## config.mk

```make
export PLATFORM = sky130hd
export DESIGN_NAME = dual_issue_reserver
export DESIGN_NICKNAME = d
export VERILOG_FILES = /design/src/rtl/dsr_pkg.sv /design/src/rtl/dsr_class_decode.sv /design/src/rtl/dsr_ex_table.sv /design/src/rtl/dsr_issue_arbiter.sv /design/src/rtl/dual_issue_reserver.sv
export SDC_FILE = /design/constraint.sdc
export NUM_CORES = 1
export LEC_CHECK = 0
export ABC_CLOCK_PERIOD_IN_PS = 8350
export BUFFER_PORTS_ARGS = -buffer_cell sky130_fd_sc_hd__buf_2
export CAP_MARGIN = 20
export CORE_ASPECT_RATIO = 1.25
export CORE_MARGIN = 4
export CORE_UTILIZATION = 58
export DETAILED_ROUTE_END_ITERATION = 7
export PLACE_DENSITY = 0.88
export SLEW_MARGIN = 20
export SYNTH_ARGS = -nofsm -noshare
export SYNTH_HDL_FRONTEND = slang
export SYNTH_HIERARCHICAL = 1
export SYNTH_SLANG_ARGS = --single-unit
```

## constraint.sdc

```tcl
create_clock -name clk -period 8.35 [get_ports clk]
set_input_delay 1.67 -clock clk [delete_from_list [all_inputs] [get_ports clk]]
set_output_delay 1.67 -clock clk [all_outputs]
set_load 0.01 [all_outputs]
```

## src/rtl/dsr_pkg.sv

```systemverilog
package dsr_pkg;

  localparam int HOLD_W    = 3;
  localparam int MAX_HOLD  = 4;
  localparam int SHIFT_HOLD = 2;
  localparam int SAD_HOLD  = 3;
  localparam int DIV_HOLD  = 4;
  localparam int MULTI_CAP = 4;
  localparam int MUL_F1_HOLD = 1;
  localparam int MUL_F2_HOLD = 2;
  localparam int MUL_SL_HOLD = 4;

  typedef enum logic [3:0] {
    CL_ALU       = 4'd0,
    CL_SHIFT     = 4'd1,
    CL_SAD       = 4'd2,
    CL_DMOVE     = 4'd3,
    CL_MEM       = 4'd4,
    CL_MEM_WIDE  = 4'd5,
    CL_MEM_MULTI = 4'd6,
    CL_MUL       = 4'd7,
    CL_MAC       = 4'd8,
    CL_DIV       = 4'd9,
    CL_DIVREM    = 4'd10,
    CL_P0        = 4'd11,
    CL_P0_WIDE   = 4'd12
  } iclass_e;

  typedef struct packed {
    logic              s0_ok;
    logic              s1_ok;
    logic              wide;
    logic              pipe_any;
    logic              pipe_fix;
    logic [HOLD_W-1:0] hold;
  } idec_t;

endpackage

```

## src/rtl/dsr_class_decode.sv

```systemverilog
module dsr_class_decode
  import dsr_pkg::*;
#(
  parameter int CNT_W = 4
) (
  input  logic [3:0]       cls,
  input  logic [CNT_W-1:0] cnt,
  input  logic [1:0]       mul_cfg,
  output idec_t            dec
);

  logic [HOLD_W-1:0] multi_hold;
  logic [HOLD_W-1:0] mul_hold;

  always_comb begin
    if (cnt == '0)
      multi_hold = HOLD_W'(1);
    else if (cnt > CNT_W'(MULTI_CAP))
      multi_hold = HOLD_W'(MULTI_CAP);
    else
      multi_hold = HOLD_W'(cnt);
  end

  always_comb begin
    case (mul_cfg)
      2'd0:    mul_hold = HOLD_W'(MUL_F1_HOLD);
      2'd1:    mul_hold = HOLD_W'(MUL_F2_HOLD);
      default: mul_hold = HOLD_W'(MUL_SL_HOLD);
    endcase
  end

  always_comb begin
    dec          = '0;
    dec.s0_ok    = 1'b1;
    dec.s1_ok    = 1'b1;
    dec.pipe_any = 1'b1;
    dec.hold     = HOLD_W'(1);
    case (cls)
      CL_SHIFT: dec.hold = HOLD_W'(SHIFT_HOLD);
      CL_SAD:   dec.hold = HOLD_W'(SAD_HOLD);
      CL_DMOVE: dec.s0_ok = 1'b0;
      CL_MEM: begin
        dec.s0_ok    = 1'b0;
        dec.pipe_any = 1'b0;
        dec.pipe_fix = 1'b1;
      end
      CL_MEM_WIDE: begin
        dec.wide     = 1'b1;
        dec.pipe_any = 1'b0;
        dec.pipe_fix = 1'b1;
      end
      CL_MEM_MULTI: begin
        dec.s0_ok    = 1'b0;
        dec.pipe_any = 1'b0;
        dec.pipe_fix = 1'b1;
        dec.hold     = multi_hold;
      end
      CL_MUL: begin
        dec.s1_ok    = 1'b0;
        dec.pipe_any = 1'b0;
        dec.hold     = mul_hold;
      end
      CL_MAC: begin
        dec.wide     = 1'b1;
        dec.pipe_any = 1'b0;
        dec.hold     = mul_hold;
      end
      CL_DIV: begin
        dec.s1_ok    = 1'b0;
        dec.pipe_any = 1'b0;
        dec.hold     = HOLD_W'(DIV_HOLD);
      end
      CL_DIVREM: begin
        dec.wide     = 1'b1;
        dec.pipe_any = 1'b0;
        dec.hold     = HOLD_W'(DIV_HOLD);
      end
      CL_P0: begin
        dec.s1_ok    = 1'b0;
        dec.pipe_any = 1'b0;
      end
      CL_P0_WIDE: begin
        dec.wide     = 1'b1;
        dec.pipe_any = 1'b0;
      end
      default: ;
    endcase
  end

endmodule

```

## src/rtl/dsr_ex_table.sv

```systemverilog
module dsr_ex_table
  import dsr_pkg::*;
#(
  parameter int DEPTH = MAX_HOLD
) (
  input  logic              clk,
  input  logic              rst,
  input  logic [HOLD_W-1:0] q0_hold,
  input  logic [HOLD_W-1:0] q1_hold,
  output logic [1:0]        fit,
  input  logic              commit,
  input  logic [HOLD_W-1:0] commit_hold
);

  // bit i set: execute stage busy i cycles from now
  logic [DEPTH-1:0] res_q;
  logic [DEPTH-1:0] ahead;

  function automatic logic [DEPTH-1:0] span(input logic [HOLD_W-1:0] len);
    logic [DEPTH-1:0] m;
    for (int i = 0; i < DEPTH; i++) m[i] = (i < int'(len));
    return m;
  endfunction

  assign ahead  = res_q >> 1;
  assign fit[0] = ~|(ahead & span(q0_hold));
  assign fit[1] = ~|(ahead & span(q1_hold));

  always_ff @(posedge clk) begin
    if (rst) res_q <= '0;
    else     res_q <= ahead | (commit ? span(commit_hold) : '0);
  end


  no_double_book_chk: assert property (@(posedge clk) disable iff (rst)
    commit |-> ((res_q >> 1) & span(commit_hold)) == '0);


  resv_prefix_chk: assert property (@(posedge clk) disable iff (rst)
    $countones({1'b0, res_q} + {{DEPTH{1'b0}}, 1'b1}) == 1);

endmodule

```

## src/rtl/dsr_issue_arbiter.sv

```systemverilog
module dsr_issue_arbiter
  import dsr_pkg::*;
(
  input  logic              clk,
  input  logic              rst,
  input  logic [1:0]        req_vld,
  input  idec_t             dec0,
  input  idec_t             dec1,
  input  logic [1:0]        fit_p0,
  input  logic [1:0]        fit_p1,
  output logic [1:0]        grant,
  output logic [1:0]        pipe_sel,
  output logic [1:0]        slot_sel,
  output logic [1:0]        slot_used,
  output logic [1:0]        commit,
  output logic [HOLD_W-1:0] hold_p0,
  output logic [HOLD_W-1:0] hold_p1
);

  logic yng_s0_only, yng_p0_tied;
  logic old_slot, old_pref, old_pipe, old_ok, fit_pref, fit_alt;
  logic yng_slot, yng_pipe, yng_slot_ok, yng_pipe_ok;

  always_comb begin
    yng_s0_only = req_vld[1] & ~dec1.wide & ~dec1.s1_ok;
    yng_p0_tied = req_vld[1] & ~dec1.wide & ~dec1.pipe_any & ~dec1.pipe_fix;

    if (dec0.wide)                    old_slot = 1'b0;
    else if (dec0.s0_ok & dec0.s1_ok) old_slot = yng_s0_only;
    else                              old_slot = ~dec0.s0_ok;

    old_pref = dec0.pipe_any ? yng_p0_tied : dec0.pipe_fix;
    fit_pref = old_pref ? fit_p1[0] : fit_p0[0];
    fit_alt  = old_pref ? fit_p0[0] : fit_p1[0];
    old_pipe = old_pref;
    old_ok   = fit_pref;
    if (!fit_pref && dec0.pipe_any && fit_alt) begin
      old_pipe = ~old_pref;
      old_ok   = 1'b1;
    end
    grant[0] = ~rst & req_vld[0] & old_ok;

    yng_slot    = ~old_slot;
    yng_pipe    = ~old_pipe;
    yng_slot_ok = yng_slot ? dec1.s1_ok : dec1.s0_ok;
    yng_pipe_ok = (dec1.pipe_any | (dec1.pipe_fix == yng_pipe)) &
                  (yng_pipe ? fit_p1[1] : fit_p0[1]);
    grant[1] = grant[0] & req_vld[1] & ~dec0.wide & ~dec1.wide &
               yng_slot_ok & yng_pipe_ok;

    pipe_sel = {yng_pipe, old_pipe};
    slot_sel = {yng_slot, old_slot};

    slot_used = '0;
    if (grant[0]) begin
      if (dec0.wide) slot_used = 2'b11;
      else           slot_used[old_slot] = 1'b1;
    end
    if (grant[1]) slot_used[yng_slot] = 1'b1;

    commit[0] = (grant[0] & ~old_pipe) | (grant[1] & ~yng_pipe);
    commit[1] = (grant[0] &  old_pipe) | (grant[1] &  yng_pipe);
    hold_p0   = (grant[0] & ~old_pipe) ? dec0.hold : dec1.hold;
    hold_p1   = (grant[0] &  old_pipe) ? dec0.hold : dec1.hold;
  end


  old_pipe_bind_chk: assert property (@(posedge clk) disable iff (rst)
    (grant[0] && !dec0.pipe_any) |-> pipe_sel[0] == dec0.pipe_fix);


  yng_pipe_bind_chk: assert property (@(posedge clk) disable iff (rst)
    (grant[1] && !dec1.pipe_any) |-> pipe_sel[1] == dec1.pipe_fix);


  old_slot_legal_chk: assert property (@(posedge clk) disable iff (rst)
    (grant[0] && !dec0.wide) |-> (slot_sel[0] ? dec0.s1_ok : dec0.s0_ok));


  yng_slot_legal_chk: assert property (@(posedge clk) disable iff (rst)
    grant[1] |-> (slot_sel[1] ? dec1.s1_ok : dec1.s0_ok));

endmodule

```

## src/rtl/dual_issue_reserver.sv

```systemverilog
module dual_issue_reserver
  import dsr_pkg::*;
#(
  parameter int CNT_W = 4,
  parameter int DEPTH = MAX_HOLD
) (
  input  logic             clk,
  input  logic             rst,
  input  logic [1:0]       i_req_vld,
  input  logic [3:0]       i_cls0,
  input  logic [CNT_W-1:0] i_cnt0,
  input  logic [3:0]       i_cls1,
  input  logic [CNT_W-1:0] i_cnt1,
  input  logic [1:0]       i_mul_cfg,
  output logic [1:0]       o_gnt,
  output logic [1:0]       o_pipe,
  output logic [1:0]       o_slot,
  output logic [1:0]       o_slot_used
);

  localparam int NUM_INS  = 2;
  localparam int NUM_PIPE = 2;

  logic [3:0]       cls_a [NUM_INS];
  logic [CNT_W-1:0] cnt_a [NUM_INS];
  idec_t            dec   [NUM_INS];
  logic [1:0]       fit   [NUM_PIPE];
  logic [1:0]       commit;
  logic [HOLD_W-1:0] commit_hold [NUM_PIPE];

  logic [1:0] grant, pipe_sel, slot_sel, slot_used;

  assign cls_a[0] = i_cls0;
  assign cls_a[1] = i_cls1;
  assign cnt_a[0] = i_cnt0;
  assign cnt_a[1] = i_cnt1;

  for (genvar gi = 0; gi < NUM_INS; gi++) begin : g_dec
    dsr_class_decode #(.CNT_W(CNT_W)) u_dec (
      .cls     (cls_a[gi]),
      .cnt     (cnt_a[gi]),
      .mul_cfg (i_mul_cfg),
      .dec     (dec[gi])
    );
  end

  for (genvar gp = 0; gp < NUM_PIPE; gp++) begin : g_tab
    dsr_ex_table #(.DEPTH(DEPTH)) u_tab (
      .clk         (clk),
      .rst         (rst),
      .q0_hold     (dec[0].hold),
      .q1_hold     (dec[1].hold),
      .fit         (fit[gp]),
      .commit      (commit[gp]),
      .commit_hold (commit_hold[gp])
    );
  end

  dsr_issue_arbiter u_arb (
    .clk       (clk),
    .rst       (rst),
    .req_vld   (i_req_vld),
    .dec0      (dec[0]),
    .dec1      (dec[1]),
    .fit_p0    (fit[0]),
    .fit_p1    (fit[1]),
    .grant     (grant),
    .pipe_sel  (pipe_sel),
    .slot_sel  (slot_sel),
    .slot_used (slot_used),
    .commit    (commit),
    .hold_p0   (commit_hold[0]),
    .hold_p1   (commit_hold[1])
  );

  always_ff @(posedge clk) begin
    if (rst) begin
      o_gnt       <= '0;
      o_pipe      <= '0;
      o_slot      <= '0;
      o_slot_used <= '0;
    end else begin
      o_gnt       <= grant;
      o_pipe      <= pipe_sel & grant;
      o_slot      <= slot_sel & grant;
      o_slot_used <= slot_used;
    end
  end

  logic rst_d_q;
  always_ff @(posedge clk) begin
    rst_d_q <= rst;

    if (rst_d_q == 1'b1) reset_quiet_chk: assert (o_gnt == '0 && o_slot_used == '0);
  end


  in_order_chk: assert property (@(posedge clk) disable iff (rst)
    o_gnt[1] |-> o_gnt[0]);


  distinct_res_chk: assert property (@(posedge clk) disable iff (rst)
    o_gnt[1] |-> (o_pipe[0] != o_pipe[1] && o_slot[0] != o_slot[1] && o_slot_used == 2'b11));


  slot_use_grant_chk: assert property (@(posedge clk) disable iff (rst)
    (o_slot_used != 2'b00) |-> o_gnt[0]);

endmodule

```

==> run metrics <==
antenna-violating nets left=0; RePlAce Congestion=0.840; Initial Utilization=60.8%; flop2flop setup slack=5.90 ns; Setup CP Type=in2reg; VDD IR max=0.0820 mV; Hold Crit Start=g_tab[0].u_tab/res_q[2]$_SDFF_PP0_; Worst path max stage delay=0.54 ns; fin crit period=4.61 ns; actual slew at the worst max-slew pin=0.697 ns; Setup crit start=i_cls0[0]; sw frac=31.0%; Clock Sinks=14; CP Depth=14; H-tree levels=1; I/O pin count=30; syn avg cell area=7.91 µm²; Reg clk slew, reported paths=0.08 ns; worst r2r src=g_tab[1].u_tab/res_q[1]$_SDFF_PP0_; synth unique cells=39; relative slew slack=53.1%; worst hold path class=reg2reg; sequential-to-total area share from yosys stat=21.1%; commonest non-fill, non-tap cell in the layout=buf_2; Setup TNS=0 ns; Final setup viols=0; Yosys reg bits=14; Max-Cap Viols=0; IO Port Bufs=29; largest net degree at the start of global routing=16; Total Routed Length=3050 µm; CP dominant cell by count=nand2_1; DR iter-0 viols=46; cts bufs inserted=3; Comb pwr share=31.5%; Clock Path Buffers=2; initial antenna violation count=0; internal power=0.000118 W; mapped cell area=1330 µm²; fmax=217 MHz; period utilisation layout=55.2%; post-synth top area share=21.1%; RSZ-0062 raised after global routing=no; Pleak=0.615 nW; post_cts resized=0; worst clock skew=0.00177 ns; number of global-route vias before repair=1211; # Post-CTS Setup Buffers=0; Power Dens Cells=117 nW/µm²; crit end category=flop; net switching power=0.0000528 W; Core Region=2190 µm²; most frequent cells in the layout=buf_2 (29), inv_1 (17), o21ai_0 (14), dfxtp_1 (14), a21oi_1 (10); n_diodes=0; Die Wd=50.8 µm; Non-Filler Instances=222; placed instance count=218; final design utilization=66.7%; Fin Hold WS=0.453 ns; Final HPWL DP=2520 µm; Cell Chain, Critical Path=buf_2, or4b_1, a21oi_2, o2bb2ai_1, o21ai_0, a21o_1, maj3_1, nand2_1, nand2_1, inv_1, and2_1, mux2_2, a21oi_1, o22ai_1; hold buffers post-CTS=0; Die H=61.5 µm; Max Slew Vio Count=0; DR DRC count=0; ys async rst share=0%; final number of hold-violating endpoints=0; Synthesis Warnings=6; CP startpoint kind=primary input; worst r2r path cells=9; Worst R2R End=g_tab[0].u_tab/res_q[1]$_SDFF_PP0_; post-synth net total=190; slowest stage cell, crit path=or4b_1; area grow syn2layout=9.79%; drt wl/cell=13.8 µm; crit path DAT=4.77 ns; gr usage total=20.7%; Synth Flop Type=dfxtp_1; CP Capture Point=g_tab[0].u_tab/res_q[2]$_SDFF_PP0_; DR vias=1330; Die ar.=3130 µm²; clock network fraction of total power=27.7%; first-pass GRT wire length=4990 µm; TritonCTS clock tree=yes; Buffers & Inverters on Critical Path=2; drt pass-1 iters=5; largest cells by area after synthesis=dfxtp_1 (21%), o21ai_0 (5.3%), mux2_2 (5.1%), inv_1 (4.8%), a21oi_1 (3.8%); Reg power frac=40.8%; Synth Instances=168; clk_lat worst skew=0.27 ns; layout cells sized above 1=29.3%; vias per inst=5.99; outcome=finished, final reports clean; number of synthesized flops with an enable pin=0; Nets=214; area leader, netlist=dfxtp_1; crit path max fanout=14; # rows=19; delay-heaviest family, CP=compound AO/OA/AOI/OAI gates; Req. time, crit path=8.51 ns; root buf cell=clkbuf_4; total grt overflow=0; hold depth=2
==> sequential cells by signal, indices dropped and copies added, names as in the netlist <==
| signal | count |
|---|---|
| o_slot | 2 |
| o_slot_used | 2 |
| o_gnt | 2 |
| g_tab.u_tab/res_q | 6 |
| o_pipe | 2 |
==> synthesized netlist by cell type, drive strengths merged, types with 2 or more instances <==
library cell,number
a211oi,5
a21o,6
a21oi,12
a311o,2
a32oi,2
and2b,4
and3b,5
buf,10
dfxtp,14
inv,17
mux2,6
nand2,9
nand2b,7
nand3b,5
nand4b,2
nor2,7
nor2b,5
nor3,2
o211ai,2
o21ai,18
o22ai,4
o2bb2ai,4
o31ai,2
or2b,6
or4b,3
xor2,2
==> power groups by stage <==
stage                      logic, W  registers, W  clock network, W
after global routing      0.0000591     0.0000698         0.0000508
after global placement    0.0000500     0.0000712                 0
after CTS                 0.0000529     0.0000696         0.0000490
after floorplan           0.0000405     0.0000716                 0
final                     0.0000537     0.0000696         0.0000472
after detailed placement  0.0000527     0.0000712                 0
==> metrics by stage <==
| stage | total power (W) | setup slack [ns] | cell area, µm² |
|---|---|---|---|
| after floorplan | 0.000112 | 4.05 | 1330 |
| after global placement | 0.000121 | 3.74 | 1420 |
| after detailed placement | 0.000124 | 3.53 | 1420 |
| after CTS | 0.000172 | 3.83 | 1460 |
| after global routing | 0.000180 | 3.63 | 1460 |
| final | 0.000171 | 3.74 | 1460 |
==> cell families after synthesis <==
| logic type | Yosys count | share of synthesized area (%) |
|---|---|---|
| fa+ha+maj | 1 | 0.753 |
| buf+inv | 27 | 11.6 |
| compound gates | 61 | 31.1 |
| mux | 6 | 5.08 |
| xor+xnor | 2 | 1.32 |
| flops | 14 | 21.1 |
| simple gates | 57 | 29.1 |
==> how the worst min path moves through the flow <==
stage                                          to  slack (ns)
2_1_floorplan  g_tab[0].u_tab/res_q[1]$_SDFF_PP0_        0.42
5_1_grt        g_tab[0].u_tab/res_q[1]$_SDFF_PP0_        0.48
6_report       g_tab[0].u_tab/res_q[1]$_SDFF_PP0_        0.45
4_1_cts        g_tab[0].u_tab/res_q[1]$_SDFF_PP0_        0.45
3_3_place_gp   g_tab[1].u_tab/res_q[1]$_SDFF_PP0_        0.44
3_5_place_dp   g_tab[0].u_tab/res_q[1]$_SDFF_PP0_        0.44
==> per-layer routing <==
layer	wire length (µm)	part of all wire, %	global-route usage, %	vias up
li1	-	-	-	653
met1	1160	38	21.0	611
met2	1630	53	42.5	56
met3	170	5.6	1.45	10
met4	89	2.9	10.0	0
met5	0	0	0	-
==> tightest hold or removal path, stage by stage, from the launching register on <==
cell,delay [ns]
dfxtp_1,0.32
inv_1,0.05
a21oi_1,0.05
==> cell type report <==
type	count	area, µm²
Clock buffer	4	36.3
Fill cell	197	728
Inverter	17	63.8
Multi-Input combinational cell	127	895
Sequential cell	14	280
Tap cell	31	38.8
Timing Repair Buffer	29	145
(Power assumes the default switching activity.)
